===== config.mk =====
export PLATFORM = sky130hd
export DESIGN_NAME = ctl_serial_port
export DESIGN_NICKNAME = d
export VERILOG_FILES = /design/src/rtl/ctl_port_pkg.sv /design/src/rtl/cp_shifter.sv /design/src/rtl/cp_latch_bank.sv /design/src/rtl/cp_regfile.sv /design/src/rtl/cp_dout.sv /design/src/rtl/ctl_serial_port.sv
export SDC_FILE = /design/constraint.sdc
export NUM_CORES = 1
export LEC_CHECK = 0
export BUFFER_PORTS_ARGS = -buffer_cell sky130_fd_sc_hd__buf_2
export CAP_MARGIN = 20
export CORE_MARGIN = 1
export CORE_UTILIZATION = 40
export CTS_BUF_LIST = sky130_fd_sc_hd__clkbuf_4
export CTS_CLUSTER_DIAMETER = 200
export DETAILED_ROUTE_END_ITERATION = 6
export PLACE_DENSITY_LB_ADDON = 0.1
export SLEW_MARGIN = 5
export SYNTH_ARGS = -nofsm -noshare
export SYNTH_HDL_FRONTEND = slang
export SYNTH_HIERARCHICAL = 1
export SYNTH_SLANG_ARGS = --single-unit

===== constraint.sdc =====
create_clock -name cclk -period 2.1 [get_ports cclk]
set_input_delay 0.63 -clock cclk [delete_from_list [all_inputs] [get_ports cclk]]
set_output_delay 0.63 -clock cclk [all_outputs]
set_load 0.03 [all_outputs]

===== src/rtl/ctl_port_pkg.sv =====
package ctl_port_pkg;

  localparam int CP_DW = 8;                     // data and instruction byte width
  localparam int CP_AW = CP_DW - 1;             // address field width
  localparam int CP_CW = $clog2(2 * CP_DW);     // bit counter width
  localparam int CP_IW = $clog2(CP_DW);         // bit index within a byte

  typedef struct packed {
    logic [CP_AW-1:0] addr;
    logic             rd;
  } cp_instr_t;

  typedef enum logic [CP_AW-1:0] {
    A_MODE = 7'd0,
    A_TXG  = 7'd1,
    A_RXG  = 7'd2,
    A_HYB  = 7'd3,
    A_ILR  = 7'd4,
    A_LDR  = 7'd5
  } cp_addr_e;

  localparam int MODE_PD_BIT  = 7;
  localparam int MODE_DLY_BIT = 6;
  localparam int MODE_AMP_BIT = 5;

  localparam logic [CP_DW-1:0] MODE_RST = CP_DW'(1) << MODE_PD_BIT;
  localparam logic [CP_DW-1:0] GAIN_RST = '0;
  localparam logic [CP_DW-1:0] HYB_RST  = '0;

endpackage


===== src/rtl/cp_shifter.sv =====
module cp_shifter
  import ctl_port_pkg::*;
(
  input  logic                  cclk,
  input  logic                  mr,
  input  logic                  cs_n,
  input  logic                  ci,
  output logic [CP_CW-1:0]      bit_cnt,
  output cp_instr_t             instr_now,
  output logic                  instr_stb,
  output cp_instr_t             instr_q,
  output logic                  xfer_stb,
  output logic [CP_DW-1:0]      data_now
);

  localparam logic [CP_CW-1:0] INSTR_LAST = CP_CW'(CP_DW - 1);
  localparam logic [CP_CW-1:0] XFER_LAST  = CP_CW'(2 * CP_DW - 1);

  logic [CP_DW-2:0] sh_q;

  // bit counter: cleared by reset or by a high select, wraps after a full frame
  always_ff @(posedge cclk) begin
    if (mr || cs_n) begin
      bit_cnt <= '0;
    end else if (bit_cnt == XFER_LAST) begin
      bit_cnt <= '0;
    end else begin
      bit_cnt <= bit_cnt + 1'b1;
    end
  end

  always_ff @(posedge cclk) begin
    if (mr) begin
      sh_q <= '0;
    end else if (!cs_n) begin
      sh_q <= {sh_q[CP_DW-3:0], ci};
    end
  end

  assign data_now  = {sh_q, ci};
  assign instr_now = cp_instr_t'(data_now);
  assign instr_stb = !mr && !cs_n && (bit_cnt == INSTR_LAST);
  assign xfer_stb  = !mr && !cs_n && (bit_cnt == XFER_LAST);

  // the instruction of the frame in progress; reset to a write so nothing is driven
  always_ff @(posedge cclk) begin
    if (mr) begin
      instr_q <= '0;
    end else if (instr_stb) begin
      instr_q <= instr_now;
    end
  end

  // a high select always restarts the frame
  p_cs_abort_r5: assert property (@(posedge cclk) disable iff (mr)
    cs_n |=> (bit_cnt == '0));

  // one bit per rising edge while selected
  p_cnt_step_r1: assert property (@(posedge cclk) disable iff (mr)
    (!cs_n && bit_cnt != XFER_LAST) |=> (bit_cnt == $past(bit_cnt) + 1'b1));

endmodule


===== src/rtl/cp_latch_bank.sv =====
module cp_latch_bank
  import ctl_port_pkg::*;
#(
  parameter int NL = 6
) (
  input  logic          cclk,
  input  logic          mr,
  input  logic          xfer_stb,
  input  logic          wr_ilr,
  input  logic          wr_ldr,
  input  logic [NL-1:0] wdata,
  input  logic [NL-1:0] il_in,
  output logic [NL-1:0] ilr_q,
  output logic [NL-1:0] ldr_q,
  output logic [NL-1:0] rd_view
);

  for (genvar i = 0; i < NL; i++) begin : g_pin
    always_ff @(posedge cclk) begin
      if (mr) begin
        ldr_q[i] <= 1'b0;
        ilr_q[i] <= 1'b0;
      end else begin
        if (wr_ldr) begin
          ldr_q[i] <= wdata[i];
        end
        if (wr_ilr && ldr_q[i]) begin
          ilr_q[i] <= wdata[i];
        end else if (xfer_stb && !ldr_q[i]) begin
          ilr_q[i] <= il_in[i];
        end
      end
    end

    assign rd_view[i] = ldr_q[i] ? ilr_q[i] : il_in[i];

    // an output pin keeps its level until the latch register is written
    p_out_hold_r7: assert property (@(posedge cclk) disable iff (mr)
      (ldr_q[i] && !wr_ilr) |=> $stable(ilr_q[i]));
  end

  // pin directions move only on a direction register write
  p_oe_hold_r6: assert property (@(posedge cclk) disable iff (mr)
    !wr_ldr |=> $stable(ldr_q));

endmodule


===== src/rtl/cp_regfile.sv =====
module cp_regfile
  import ctl_port_pkg::*;
#(
  parameter int NL = 6
) (
  input  logic                cclk,
  input  logic                mr,
  input  logic                wr_stb,
  input  logic [CP_AW-1:0]    wr_addr,
  input  logic [CP_DW-1:0]    wdata,
  input  logic [CP_AW-1:0]    rd_addr,
  input  logic [NL-1:0]       ilr_view,
  input  logic [NL-1:0]       ldr_view,
  output logic                wr_ilr,
  output logic                wr_ldr,
  output logic [CP_DW-1:0]    rd_data,
  output logic [CP_DW-1:0]    mode_q,
  output logic [CP_DW-1:0]    txg_q,
  output logic [CP_DW-1:0]    rxg_q,
  output logic [CP_DW-1:0]    hyb_q
);

  localparam int PAD = CP_DW - NL;

  logic wr_mode, wr_txg, wr_rxg, wr_hyb;

  always_comb begin
    wr_mode = 1'b0;
    wr_txg  = 1'b0;
    wr_rxg  = 1'b0;
    wr_hyb  = 1'b0;
    wr_ilr  = 1'b0;
    wr_ldr  = 1'b0;
    if (wr_stb) begin
      case (wr_addr)
        A_MODE:  wr_mode = 1'b1;
        A_TXG:   wr_txg  = 1'b1;
        A_RXG:   wr_rxg  = 1'b1;
        A_HYB:   wr_hyb  = 1'b1;
        A_ILR:   wr_ilr  = 1'b1;
        A_LDR:   wr_ldr  = 1'b1;
        default: ;
      endcase
    end
  end

  always_ff @(posedge cclk) begin
    if (mr) begin
      mode_q <= MODE_RST;
      txg_q  <= GAIN_RST;
      rxg_q  <= GAIN_RST;
      hyb_q  <= HYB_RST;
    end else begin
      if (wr_mode) mode_q <= wdata;
      if (wr_txg)  txg_q  <= wdata;
      if (wr_rxg)  rxg_q  <= wdata;
      if (wr_hyb)  hyb_q  <= wdata;
    end
  end

  always_comb begin
    case (rd_addr)
      A_MODE:  rd_data = mode_q;
      A_TXG:   rd_data = txg_q;
      A_RXG:   rd_data = rxg_q;
      A_HYB:   rd_data = hyb_q;
      A_ILR:   rd_data = {{PAD{1'b0}}, ilr_view};
      A_LDR:   rd_data = {{PAD{1'b0}}, ldr_view};
      default: rd_data = '0;
    endcase
  end

  // reset brings every control word to its power-on value
  p_reset_defaults_r8: assert property (@(posedge cclk)
    mr |=> (mode_q == MODE_RST && txg_q == GAIN_RST && rxg_q == GAIN_RST && hyb_q == HYB_RST));

  // without a completed write no control word moves
  p_regs_hold_r5: assert property (@(posedge cclk) disable iff (mr)
    !wr_stb |=> ($stable(mode_q) && $stable(txg_q) && $stable(rxg_q) && $stable(hyb_q)));

endmodule


===== src/rtl/cp_dout.sv =====
module cp_dout
  import ctl_port_pkg::*;
(
  input  logic                cclk,
  input  logic                mr,
  input  logic                cs_n,
  input  logic [CP_CW-1:0]    bit_cnt,
  input  logic                instr_stb,
  input  logic                instr_now_rd,
  input  logic                instr_rd,
  input  logic [CP_DW-1:0]    rd_data,
  output logic                co,
  output logic                co_oe
);

  localparam logic [CP_CW-1:0] XFER_LAST = CP_CW'(2 * CP_DW - 1);

  logic [CP_DW-1:0] rd_buf_q;
  logic             co_q;
  logic             oe_q;
  logic             rd_phase;
  logic [CP_CW-1:0] sel;

  // capture the read value as the instruction byte completes
  always_ff @(posedge cclk) begin
    if (mr) begin
      rd_buf_q <= '0;
    end else if (instr_stb && instr_now_rd) begin
      rd_buf_q <= rd_data;
    end
  end

  assign rd_phase = !cs_n && instr_rd && bit_cnt[CP_CW-1];
  assign sel      = XFER_LAST - bit_cnt;

  // output side moves on the falling edge
  always_ff @(negedge cclk) begin
    if (mr) begin
      co_q <= 1'b0;
      oe_q <= 1'b0;
    end else begin
      oe_q <= rd_phase;
      if (rd_phase) begin
        co_q <= rd_buf_q[sel[CP_IW-1:0]];
      end
    end
  end

  assign co    = co_q;
  assign co_oe = oe_q && !cs_n;

  // nothing is driven during an instruction byte or a write frame
  p_quiet_r4: assert property (@(posedge cclk) disable iff (mr)
    (bit_cnt < CP_CW'(CP_DW) || !instr_rd) |-> !oe_q);

endmodule


===== src/rtl/ctl_serial_port.sv =====
module ctl_serial_port
  import ctl_port_pkg::*;
#(
  parameter int NL = 6
) (
  input  logic                cclk,
  input  logic                mr,
  input  logic                cs_n,
  input  logic                ci,
  output logic                co,
  output logic                co_oe,
  input  logic [NL-1:0]       il_in,
  output logic [NL-1:0]       il_out,
  output logic [NL-1:0]       il_oe,
  output logic                pwr_down,
  output logic                delayed_timing,
  output logic                amp_en,
  output logic [CP_DW-1:0]    tx_gain,
  output logic [CP_DW-1:0]    rx_gain,
  output logic [CP_DW-1:0]    hyb_ctrl
);

  logic [CP_CW-1:0] bit_cnt;
  cp_instr_t        instr_now;
  cp_instr_t        instr_q;
  logic             instr_stb;
  logic             xfer_stb;
  logic [CP_DW-1:0] data_now;
  logic             wr_ilr, wr_ldr;
  logic [CP_DW-1:0] rd_data;
  logic [CP_DW-1:0] mode_q;
  logic [NL-1:0]    ilr_q, ldr_q, rd_view;

  cp_shifter u_shift (
    .cclk      (cclk),
    .mr        (mr),
    .cs_n      (cs_n),
    .ci        (ci),
    .bit_cnt   (bit_cnt),
    .instr_now (instr_now),
    .instr_stb (instr_stb),
    .instr_q   (instr_q),
    .xfer_stb  (xfer_stb),
    .data_now  (data_now)
  );

  cp_regfile #(.NL(NL)) u_regs (
    .cclk     (cclk),
    .mr       (mr),
    .wr_stb   (xfer_stb && !instr_q.rd),
    .wr_addr  (instr_q.addr),
    .wdata    (data_now),
    .rd_addr  (instr_now.addr),
    .ilr_view (rd_view),
    .ldr_view (ldr_q),
    .wr_ilr   (wr_ilr),
    .wr_ldr   (wr_ldr),
    .rd_data  (rd_data),
    .mode_q   (mode_q),
    .txg_q    (tx_gain),
    .rxg_q    (rx_gain),
    .hyb_q    (hyb_ctrl)
  );

  cp_latch_bank #(.NL(NL)) u_latch (
    .cclk     (cclk),
    .mr       (mr),
    .xfer_stb (xfer_stb),
    .wr_ilr   (wr_ilr),
    .wr_ldr   (wr_ldr),
    .wdata    (data_now[NL-1:0]),
    .il_in    (il_in),
    .ilr_q    (ilr_q),
    .ldr_q    (ldr_q),
    .rd_view  (rd_view)
  );

  cp_dout u_dout (
    .cclk         (cclk),
    .mr           (mr),
    .cs_n         (cs_n),
    .bit_cnt      (bit_cnt),
    .instr_stb    (instr_stb),
    .instr_now_rd (instr_now.rd),
    .instr_rd     (instr_q.rd),
    .rd_data      (rd_data),
    .co           (co),
    .co_oe        (co_oe)
  );

  assign il_out         = ilr_q;
  assign il_oe          = ldr_q;
  assign pwr_down       = mode_q[MODE_PD_BIT];
  assign delayed_timing = mode_q[MODE_DLY_BIT];
  assign amp_en         = mode_q[MODE_AMP_BIT];

  // power-down only changes on a write to the mode register
  p_pd_hold_r10: assert property (@(posedge cclk) disable iff (mr)
    !(xfer_stb && !instr_q.rd && instr_q.addr == A_MODE) |=> $stable(pwr_down));

endmodule


## Word level (Yosys, flattened, before mapping)

Index checks and enable logic that the tools add are counted.

| storage, ports and cells | value |
|---|---|
| bits in registers | 73 |
| bits in latches | 0 |
| bits in writable memories | 0 |
| memory bits (read-only) | 0 |
| bits of input ports | 10 |
| output and inout port bits | 41 |
| logic and storage cells | 110 |
| memories kept | 0 |

| cells by class | value |
|---|---|
| add/subtract/negate cells | 2 |
| multipliers | 0 |
| div/mod/pow operators | 0 |
| order comparisons | 1 |
| eq/ne operators | 12 |
| shifts and indexed selects | 0 |
| multiplexer cells | 33 |
| bitwise operators | 0 |
| reduce and logical (&&, ||, !) cells | 39 |

Operators by type and width:

| kind | number |
|---|---|
| case mux 8 bit (6 select lines) | 1 |
| two-way mux 1 bit | 31 |
| == test 7 x 2 -> 1 bit, second input constant | 4 |
| == test 7 x 3 -> 1 bit, second input constant | 4 |
| logical AND 1 bit | 20 |
| == test 7 x 1 -> 1 bit, second input constant | 2 |
| zero test 7 bit | 2 |
| nonzero test 2 bit | 6 |
| zero test 1 bit | 9 |
| adder 4 x 1 -> 4 bit, second input constant | 1 |
| == test 4 x 3 -> 1 bit, second input constant | 1 |
| == test 4 bit, second input constant | 1 |
| less-than comparator 3 x 4 -> 1 bit, second input constant | 1 |
| binary-select mux 1 bit (select 3 bit) | 1 |
| subtractor 3 bit, first input constant | 1 |
| OR reduction 2 bit | 1 |
| logical OR 1 bit | 1 |

## Logic depth before layout (Yosys ltp)

| depth | value |
|---|---|
| depth after elaboration | 7 |
| mapped depth | 9 |
| mapped depth without buffers | 8 |

## By module

The synthesis kept the hierarchy.

By module, submodules not included:

| module | times used | cells each | area an instance (µm²) | sequential area each (µm²) |
|---|---|---|---|---|
| cp_regfile | 1 | 169 | 1765.4 | 640.6 |
| cp_shifter | 1 | 78 | 785.8 | 380.4 |
| cp_latch_bank | 1 | 64 | 685.7 | 240.2 |
| cp_dout | 1 | 54 | 444.2 | 200.2 |
| ctl_serial_port | 1 | 1 | 13.8 | 0.0 |

==> impl_metrics.ini <==
[floorplan]
row_count = 34
io_pins = 51
die_h_um = 98.1
core-area_mm2 = 0.00885
dieArea_mm2 = 0.00963
die_w_um = 98.1
initial_utilization_pct = 41.8

[cts]
cts_buffer_depth = 2
cts-buffers-inserted = 9
cts.htree.levels = 3
clk_latency_ns = 0.45
hold_buffers = 0
cts_tree = built
clkTransAtPathRegs_ns = 0.12
cts-root-buf = clkbuf_4
numClockSinks = 73

[route]
drt_iter0_drc = 136
dr.pass1.iters = 7
drc = 2
via_count = 2825
wire_per_inst_um = 16.8
routed_via_density = 5.22
postRouteAntennaNets = 0
routed_wl_um = 9080

[power]
power_frac_clock_pct = 42.0
combPwrFrac_pct = 5.7
p_int_uw = 2060
power.leakage_uw = 0.00182
switching_power_uw = 613
powerDensity_mw_per_mm2 = 608
peakVddDrop_mv = 0.297
power_uw = 2670
sw_frac_of_total_pct = 23.0
p_seq_share_pct = 52.3

[run_status]
status = finished, violations left
violations = design-rule violations, negative setup slack

[critical_path]
worstPathRequired_ns = 1.47
startpoint_type = flop
crit_slowest_cell = dfxtp_1
crit_type = reg2out
arrival_ns = 2.05
max_stage_delay_ns = 0.30
worstSetupEndpointType = output pin
worstPathCellList = nor2b_4 -> buf_6
cp_top_family = flip-flops
critPathBufInv = 1
crit_fanout = 1

[logic_synthesis]
synthesis.instances = 366
ys_seq_area_share_pct = 39.6
synth_fa_ha_area_share_pct = 0.339
yosys_warnings = 6
synth_edf_count = 0
synth.avg_cell_area_um2 = 10.1
synthSimpleGateAreaFrac_pct = 22.2
synth_area_leader_cell = dfxtp_1
synthMuxAreaShare_pct = 26.8
netlist_top_cells_count = mux2i_1 (84), dfxtp_1 (73), nand2b_1 (45), nor2_1 (30), nand3_1 (17)
synthXorXnorAreaFrac_pct = 0.237
synthArstFlopShare_pct = 0
synth_ff_type = dfxtp_1
ys_ff_latch = 73
yosys-top-cells-area = dfxtp_1 (40%), mux2i_1 (23%), nand2b_1 (7.6%)
netlist.area_leader.share_pct = 39.6
synth_compound_area_share_pct = 5.72
synth_top_family_by_area = multiplexers
synth_nets = 377
synth.most_common_cell = mux2i_1
ys_types = 39
synth_area_mm2 = 0.00369

[global_route]
grt_pass1_wl_um = 15000
grt_start_max_net_pins = 49
antenna_found_initial = 0
overflow = 0
grtUsageTotal_pct = 20.3
grt_pass1_vias = 2811

[timing]
setup_slack_ns = -0.585
relSlewSlack_pct = 68.9
rsz0062_at_grt = true
finalMaxSlewViolations = 0
tightest_slew_ns = 0.464
finalClockSkew_ns = 0.0260
hold_violations = 0
setup_viol = 3

[place]
dp.cells = 523
io_buffers = 50
routabilityCongestion = 0.772
place.detailed.hpwl_um = 6400

[cells_and_area]
area_growth_pct = 18.9
instances_no_fill = 541
antennaDiodeCount = 0
fill_cells = 864
drive_gt1_share_pct = 29.6
nNetsFinal = 439

[flow_run]
drv_cap = 0

[worst_hold_path]
min_path_type = in2reg
-- state kept, by name (all words and copies together) (netlist names), 6 cells and up --
signal / cells
u_shift/sh_q: 7
u_regs/hyb_q: 8
u_latch/ilr_q: 6
u_regs/mode_q: 8
u_regs/rxg_q: 8
u_shift/instr_q: 8
u_regs/txg_q: 8
u_dout/rd_buf_q: 8
u_latch/ldr_q: 6
-- cells in the final DEF, fill, tap and decap left out, drive strengths merged --
cell type / synthesis / layout
clkinv: 0 / 1
a2bb2oi: 1 / 1
a21oi: 9 / 9
and4b: 1 / 1
dfxtp: 73 / 73
o22ai: 8 / 8
nor2b: 5 / 5
bufinv: 0 / 3
inv: 3 / 7
a22oi: 1 / 1
mux2i: 84 / 84
nor4b: 1 / 1
clkbuf: 9 / 9
nor4bb: 1 / 1
xnor2: 1 / 1
o221ai: 6 / 6
nand4b: 2 / 2
and3: 3 / 3
or2: 6 / 6
a21boi: 1 / 1
o21ai: 1 / 1
nand2: 14 / 14
nand3: 18 / 18
nor4: 2 / 2
buf: 19 / 78
nand3b: 2 / 2
nand2b: 45 / 45
nor2: 30 / 30
mux2: 13 / 13
ha: 1 / 1
nor3: 4 / 4
a32o: 1 / 1
and4bb: 1 / 1
-- worst paths after layout --
check	slack, ns	cells past startpoint	from	to
worst max-delay path	-0.58	2	u_dout/oe_q	co_oe
worst min-delay path	0.46	2	mr	u_shift/sh_q[3]
worst max register to register	-0.13	3	u_shift/bit_cnt[0]	u_dout/co
worst min register to register	0.46	2	u_dout/rd_buf_q[5]	u_dout/rd_buf_q[5]
-- worst register-to-register path: stages (launching register included) --
cell and delay, ns:
dfxtp_4 0.41, mux2_4 0.30, a2bb2oi_1 0.15, a32o_1 0.23
-- metal layers --
layer  GRT usage (%)  routed length, um
met5               0                  0
met4            4.20                 72
met3            5.80                389
met2            32.8               4260
met1            26.8               4360
-- cells by family after synthesis --
logic type / count (synthesis)
AO/OA/AOI/OAI: 28
buffers and inverters: 31
AND/OR/NAND/NOR: 135
XOR/XNOR: 1
adder cells (fa/ha/maj): 1
multiplexers: 97
flip-flops: 73
-- what timing repair did --
item                                    4_1_cts  5_1_grt
pin swaps                                     3        2
buffers inserted                              1        1
endpoints found under the setup margin       19       47
cloned                                        0        0
resized for setup                             9        4
-- power groups by stage --
| stage | clock [uW] | sequential, uW | combinational [uW] |
|---|---|---|---|
| floorplan | 8.95 | 1430 | 102 |
| global placement | 8.95 | 1430 | 148 |
| detailed placement | 8.95 | 1430 | 149 |
| CTS | 1160 | 1400 | 150 |
| global route | 1230 | 1400 | 163 |
| finish | 1120 | 1400 | 151 |
-- cell type report --
cell class | count | area (um2) | share of cell area, %
clock buffers | 9 | 67.6 | 1.54
flip-flops and latches | 73 | 1470 | 33.4
clock inverters | 9 | 116 | 2.65
repair buffers | 78 | 502 | 11.4
multi-input cells | 262 | 2100 | 47.7
well taps | 108 | 135 | 3.08
inverters | 2 | 7.51 | 0.171
-- through the flow --
| step | util (%) | setup WS (ns) | instance area, um2 | hold WS (ns) | setup TNS, ns |
|---|---|---|---|---|---|
| 2_1_floorplan | - | -0.0930 | 3740 | 0.432 | -0.182 |
| 3_3_place_gp | 46.9 | -0.200 | 4150 | 0.447 | -3.17 |
| 3_5_place_dp | 46.9 | -0.224 | 4150 | 0.449 | -3.75 |
| 4_1_cts | 49.3 | -0.605 | 4370 | 0.444 | -1.25 |
| 5_1_grt | 49.6 | -0.649 | 4390 | 0.413 | -1.37 |
| 6_report | 49.6 | -0.585 | 4390 | 0.461 | -1.20 |
(Power assumes the default switching activity.)
